<file path="src/rtl/adc_port_pkg.sv">
package adc_port_pkg;

    // Number of zero bits that precede the result in every frame.
    localparam int unsigned LEAD_ZEROS = 2;

    // Frame width for a given result width.
    function automatic int unsigned frame_width(input int unsigned data_w);
        return data_w + LEAD_ZEROS;
    endfunction

endpackage

</file>
<file path="src/rtl/bit_sync.sv">
module bit_sync #(
    parameter int unsigned STAGES  = 2,
    parameter logic        RST_VAL = 1'b0
) (
    input  logic clk,
    input  logic rst_n,
    input  logic async_i,
    output logic sync_o
);

    typedef struct packed {
        logic [STAGES-1:0] chain;
    } sync_state_t;

    sync_state_t st_d, st_q;

    generate
        if (STAGES == 1) begin : g_single
            always_comb begin
                st_d = st_q;
                st_d.chain = async_i;
            end
        end else begin : g_multi
            always_comb begin
                st_d = st_q;
                st_d.chain = {st_q.chain[STAGES-2:0], async_i};
            end
        end
    endgenerate

    always_ff @(posedge clk or negedge rst_n) begin
        if (!rst_n) begin
            st_q.chain <= {STAGES{RST_VAL}};
        end else begin
            st_q <= st_d;
        end
    end

    assign sync_o = st_q.chain[STAGES-1];

endmodule

</file>
<file path="src/rtl/conv_timer.sv">
module conv_timer #(
    parameter int unsigned CONV_CYCLES = 10000
) (
    input  logic clk,
    input  logic rst_n,
    input  logic convst_sync_i,
    output logic start_o,
    output logic load_o,
    output logic busy_o
);

    localparam int unsigned CNT_W = $clog2(CONV_CYCLES + 1);
    localparam logic [CNT_W-1:0] CNT_INIT = CNT_W'(CONV_CYCLES - 1);

    typedef struct packed {
        logic             prev;
        logic             busy;
        logic [CNT_W-1:0] cnt;
    } timer_state_t;

    timer_state_t st_d, st_q;
    logic         fall_seen;

    always_comb begin
        st_d      = st_q;
        st_d.prev = convst_sync_i;
        fall_seen = st_q.prev && !convst_sync_i;
        start_o   = fall_seen && !st_q.busy;
        load_o    = st_q.busy && (st_q.cnt == '0);
        if (start_o) begin
            st_d.busy = 1'b1;
            st_d.cnt  = CNT_INIT;
        end else if (st_q.busy) begin
            if (st_q.cnt == '0) begin
                st_d.busy = 1'b0;
            end else begin
                st_d.cnt = st_q.cnt - 1'b1;
            end
        end
    end

    always_ff @(posedge clk or negedge rst_n) begin
        if (!rst_n) begin
            st_q.prev <= 1'b1;
            st_q.busy <= 1'b0;
            st_q.cnt  <= '0;
        end else begin
            st_q <= st_d;
        end
    end

    assign busy_o = st_q.busy;

    // Independent width counter for the busy window check.
    logic [CNT_W:0] hi_cnt_q;
    always_ff @(posedge clk or negedge rst_n) begin
        if (!rst_n) begin
            hi_cnt_q <= '0;
        end else if (st_q.busy) begin
            hi_cnt_q <= hi_cnt_q + 1'b1;
        end else begin
            hi_cnt_q <= '0;
        end
    end


    busy_width_chk: assert property (@(posedge clk) disable iff (!rst_n)
        $fell(st_q.busy) |-> (hi_cnt_q == (CNT_W+1)'(CONV_CYCLES)));


    busy_no_restart_chk: assert property (@(posedge clk) disable iff (!rst_n)
        (st_q.busy && st_q.cnt != '0) |=> st_q.busy);

endmodule

</file>
<file path="src/rtl/frame_shifter.sv">
module frame_shifter
    import adc_port_pkg::*;
#(
    parameter int unsigned DATA_W = 14
) (
    input  logic              clk,
    input  logic              rst_n,
    input  logic              sclk_sync_i,
    input  logic              start_i,
    input  logic              load_i,
    input  logic [DATA_W-1:0] data_i,
    output logic              sdata_o,
    output logic              oe_o
);

    localparam int unsigned FRAME_W = frame_width(DATA_W);
    localparam int unsigned POS_W   = $clog2(FRAME_W);
    localparam logic [POS_W-1:0] LAST_POS = POS_W'(FRAME_W - 1);

    typedef struct packed {
        logic               prev;
        logic [FRAME_W-1:0] frame;
        logic [POS_W-1:0]   pos;
        logic               oe;
        logic               sticky;
        logic               done;
    } shift_state_t;

    shift_state_t st_d, st_q;
    logic         rise, fall;

    always_comb begin
        st_d      = st_q;
        st_d.prev = sclk_sync_i;
        rise      = sclk_sync_i && !st_q.prev;
        fall      = !sclk_sync_i && st_q.prev;
        if (load_i) begin
            st_d.frame = {{LEAD_ZEROS{1'b0}}, data_i};
        end
        if (start_i) begin
            st_d.oe     = 1'b0;
            st_d.pos    = '0;
            st_d.sticky = 1'b0;
            st_d.done   = 1'b0;
        end else if (rise && !st_q.oe) begin
            st_d.oe     = 1'b1;
            st_d.pos    = '0;
            st_d.sticky = st_q.sticky || st_q.done;
            st_d.done   = 1'b0;
        end else if (fall && st_q.oe) begin
            if (st_q.pos == LAST_POS) begin
                st_d.pos = '0;
                if (!st_q.sticky) begin
                    st_d.oe   = 1'b0;
                    st_d.done = 1'b1;
                end
            end else begin
                st_d.pos = st_q.pos + 1'b1;
            end
        end
    end

    always_ff @(posedge clk or negedge rst_n) begin
        if (!rst_n) begin
            st_q <= '0;
        end else begin
            st_q <= st_d;
        end
    end

    assign oe_o    = st_q.oe;
    assign sdata_o = st_q.oe && st_q.frame[LAST_POS - st_q.pos];


    first_bit_chk: assert property (@(posedge clk) disable iff (!rst_n)
        $rose(st_q.oe) |-> ($past(rise) && !sdata_o));


    release_on_fall_chk: assert property (@(posedge clk) disable iff (!rst_n)
        $fell(st_q.oe) |-> ($past(fall) || $past(start_i)));


    sticky_hold_chk: assert property (@(posedge clk) disable iff (!rst_n)
        (st_q.sticky && st_q.oe && !start_i) |=> st_q.oe);


    start_clear_chk: assert property (@(posedge clk) disable iff (!rst_n)
        start_i |=> (!st_q.oe && !st_q.sticky));


    frame_stable_chk: assert property (@(posedge clk) disable iff (!rst_n)
        !$past(load_i) |-> $stable(st_q.frame));

endmodule

</file>
<file path="src/rtl/serial_adc_port.sv">
module serial_adc_port #(
    parameter int unsigned DATA_W      = 14,
    parameter int unsigned CONV_CYCLES = 10000,
    parameter int unsigned SYNC_STAGES = 2
) (
    input  logic              clk,
    input  logic              rst_n,
    input  logic [DATA_W-1:0] result_i,
    input  logic              convst_i,
    input  logic              sclk_i,
    output logic              sdata_o,
    output logic              sdata_oe_o,
    output logic              busy_o
);

    logic convst_sync;
    logic sclk_sync;
    logic conv_start;
    logic conv_load;

    bit_sync #(.STAGES(SYNC_STAGES), .RST_VAL(1'b1)) u_convst_sync (
        .clk     (clk),
        .rst_n   (rst_n),
        .async_i (convst_i),
        .sync_o  (convst_sync)
    );

    bit_sync #(.STAGES(SYNC_STAGES), .RST_VAL(1'b0)) u_sclk_sync (
        .clk     (clk),
        .rst_n   (rst_n),
        .async_i (sclk_i),
        .sync_o  (sclk_sync)
    );

    conv_timer #(.CONV_CYCLES(CONV_CYCLES)) u_timer (
        .clk          (clk),
        .rst_n        (rst_n),
        .convst_sync_i(convst_sync),
        .start_o      (conv_start),
        .load_o       (conv_load),
        .busy_o       (busy_o)
    );

    frame_shifter #(.DATA_W(DATA_W)) u_shifter (
        .clk         (clk),
        .rst_n       (rst_n),
        .sclk_sync_i (sclk_sync),
        .start_i     (conv_start),
        .load_i      (conv_load),
        .data_i      (result_i),
        .sdata_o     (sdata_o),
        .oe_o        (sdata_oe_o)
    );

endmodule

</file>
<file path="config.mk">
export PLATFORM = sky130hd
export DESIGN_NAME = serial_adc_port
export DESIGN_NICKNAME = d
export VERILOG_FILES = /design/src/rtl/adc_port_pkg.sv /design/src/rtl/bit_sync.sv /design/src/rtl/conv_timer.sv /design/src/rtl/frame_shifter.sv /design/src/rtl/serial_adc_port.sv
export SDC_FILE = /design/constraint.sdc
export NUM_CORES = 1
export LEC_CHECK = 0
export BUFFER_PORTS_ARGS = -buffer_cell sky130_fd_sc_hd__buf_2
export CORE_MARGIN = 4
export CORE_UTILIZATION = 43
export DETAILED_ROUTE_END_ITERATION = 6
export GPL_TIMING_DRIVEN = 0
export PLACE_DENSITY = 0.67
export SLEW_MARGIN = 20
export SYNTH_ARGS = -nofsm -noshare
export SYNTH_HDL_FRONTEND = slang
export SYNTH_SLANG_ARGS = --single-unit
export TNS_END_PERCENT = 30
</file>
<file path="constraint.sdc">
create_clock -name clk -period 2.9 [get_ports clk]
set_clock_uncertainty 0.1 [all_clocks]
set_input_delay 0.58 -clock clk [delete_from_list [all_inputs] [get_ports clk]]
set_output_delay 0.58 -clock clk [all_outputs]
set_load 0.005 [all_outputs]
</file>
==> results.toml <==
[place]
post-place-ws_ns = 0.230
dpl.hpwl_microns = 2480
gp_congestion = 0.772
port_buffers = 20
place_area_sq_mm = 0.00217
dp.cells = 244

[floorplanning]
die-area_sq_mm = 0.00581
core_area_sq_mm = 0.00441
row_count = 24
design.portCount = 21
die_y_microns = 76.2
die_w_microns = 76.2
initial_core_util = 0.453

[final_layout]
fillers = 379
diodes = 0
layout.nets = 219
ff_latch_area_sq_mm = 0.00105
syn_to_final_growth_pct = 15.4
layout-drive-gt1-share = 0.285
stdcell_count = 252
multi_input_area_sq_um = 886
finish.utilization = 0.523
design_area_sq_mm = 0.00231

[pwr]
ir_drop_v = 0.000409
combPwrFrac = 0.252
power_density_mw_per_mm2 = 807
p_clk_frac = 0.304
pwr-share-seq = 0.444
switching_share = 0.298
switching_power_uw = 556
p_int_mw = 1.31
leakagePower_nw = 1.03

[logic_synthesis]
synthTopCellsByCount = "dfrtp_1, nor2_1, a21oi_1, mux2_4, nand2_1"
synth_top_area_share = 0.488
synth_top_area_cell = "dfrtp_1"
netlist_instances = 172
async_flop_share = 1.00
synth_area_sq_mm = 0.00200
synth_area_per_cell_sq_um = 11.6
ys_seq_elements = 42
ys_types = 42
synth_nets = 192
yosysMostFrequentCell = "dfrtp_1"
synthTopCellsByArea = "dfrtp_1, mux2_4, mux2i_1"
synth_top_flop_cell = "dfrtp_1"
synth-edff-count = 0
ys_seq_area_frac = 0.527
ys_warn_count = 0

[cts]
cts_root_buf = "clkbuf_8"
clk_latency_ns = 0.29
clock_sink_count = 42
cts_setup_buffers = 0
cts_tree = "done"
numCtsBuffers = 5
clkSlewWorstSetupHoldPaths_ns = 0.08
ctsLongestPathBuffers = 2
htreeDepth = 2

[worst_hold_path]
hp-class = "register to register"

[critical_path]
start_kind = "register"
r2r_setup_slack_ns = 0.21
critical_path.max_fanout = 8
worstSetupStartpoint = "u_shifter.st_q[3]"
required_ns = 2.22
reg2reg_from = "u_timer.st_q[9]"
worstReg2RegEnd = "u_shifter.st_q[12]"
crit_type = "register to primary output"
cp-end-kind = "primary output"
cp-endpoint = "sdata_o"
cp_data_arrival_time_ns = 2.02
r2r_cells = 6

[outcome]
status = "completed"

[timing]
final_max_slew_viol_count = 0
fmax_mhz = 371
finalHoldViolations = 0
setup_slack_ns = 0.204
tns_ns = 0
slew_headroom = 0.394
period_minus_slack_ns = 2.70
rsz0062_at_grt = "no"
worstMarginPinSlew_ns = 0.909
setup_viol = 0
fin_crit_sh = 0.930

[global_route]
grt_pass1_wl_microns = 6200
grt.total_usage = 0.130
grt_remaining_overflow = 0
grt_pass1_vias = 1343
grt_max_degree = 43
antenna_found_initial = 0

[detailed_routing]
wl_met1_microns = 1760
route.detailed.drc = 0
wl_met2_microns = 1570
wl_microns = 3560
routedWlPerCell_microns = 14.1
top_layer = "met4"
drt_iter0_markers = 62
wl_met3_microns = 145
vias = 1388
final_antenna_net_count = 0
via_per_inst = 5.51
drt-pass1-iter-count = 4

[job]
maxCapViolations = 0
## sequential cells by signal, indices dropped and copies added (netlist names)
name,count
u_timer.busy_o,1
u_shifter.oe_o,1
u_convst_sync.st_q,2
u_timer.st_q,15
u_shifter.st_q,21
u_sclk_sync.st_q,2
## critical path, cell delays in order (launching register included)
cell      delay (ns)
dfrtp_1         0.36
clkbuf_2        0.24
mux4_2          0.53
a221o_1         0.35
nand2_1         0.07
a21oi_1         0.04
buf_2           0.13
## per-stage QoR
| step | hold slack, ns | total power [mW] |
|---|---|---|
| 2_1_floorplan | 0.184 | 1.17 |
| 3_3_place_gp | 0.236 | 1.29 |
| 3_5_place_dp | 0.243 | 1.30 |
| 4_1_cts | 0.260 | 1.88 |
| 5_1_grt | 0.267 | 1.99 |
| 6_report | 0.259 | 1.86 |
## worst min-delay path by stage
stage / to / cells past startpoint / start
floorplan: u_sclk_sync.st_q[0] / 0 / rst_n
global route: u_convst_sync.st_q[1] / 0 / u_convst_sync.st_q[0]
CTS: u_convst_sync.st_q[1] / 0 / u_convst_sync.st_q[0]
finish: u_convst_sync.st_q[1] / 0 / u_convst_sync.st_q[0]
global placement: u_sclk_sync.st_q[1] / 0 / u_sclk_sync.st_q[0]
detailed placement: u_sclk_sync.st_q[1] / 0 / u_sclk_sync.st_q[0]
## final cells by class
type | instances | share of cell area
Multi-Input combinational cell | 117 | 0.384
Clock buffer | 6 | 0.0358
Sequential cell | 42 | 0.457
Tap cell | 52 | 0.0282
Buffer | 10 | 0.0217
Timing Repair Buffer | 20 | 0.0433
Inverter | 3 | 0.00488
Clock inverter | 2 | 0.0260
## logic make-up (layout without fill, tap and decap cells)
family	count (synthesis)	count (layout)	synth area share
AO/OA/AOI/OAI	32	32	0.0988
buffers and inverters	13	41	0.0300
flip-flops	42	42	0.527
multiplexers	26	26	0.177
AND/OR/NAND/NOR	57	57	0.154
adder cells (fa/ha/maj)	2	2	0.0125
## cell usage in the layout (no fill, tap or decap), types with 2 or more instances in the layout
master,n
mux2_2,5
nor2b_1,4
clkbuf_8,6
dfstp_2,3
nand4_1,2
mux4_2,3
o21ai_0,9
nor3_1,6
mux2_4,10
a21oi_1,10
nand2b_1,2
nand3_1,2
nor4_1,3
nor2_1,12
nand2_1,10
ha_1,2
dfrtp_1,39
or3_1,3
bufinv_16,2
o211ai_1,3
nand3b_1,3
clkbuf_1,4
mux2i_1,8
or4_1,3
inv_1,3
buf_2,23
and3_1,2
## layer usage
layer / up-vias / global-route usage
li1: 686 / -
met1: 660 / 0.187
met2: 35 / 0.184
met3: 7 / 0.0319
met4: 0 / 0.0559
met5: - / 0
## power by group through the flow
stage | clock network (mW) | registers [mW] | logic, mW
floorplan | 0 | 0.806 | 0.366
global placement | 0 | 0.833 | 0.460
detailed placement | 0 | 0.835 | 0.469
CTS | 0.582 | 0.824 | 0.473
global route | 0.608 | 0.849 | 0.534
finish | 0.567 | 0.827 | 0.470
## timing repair
| action | CTS | global route |
|---|---|---|
| hold buffers | 0 | 0 |
| gates resized for setup | 0 | 2 |
| endpoints found under the setup margin | 0 | 1 |
Power figures use the tool's default switching activity.
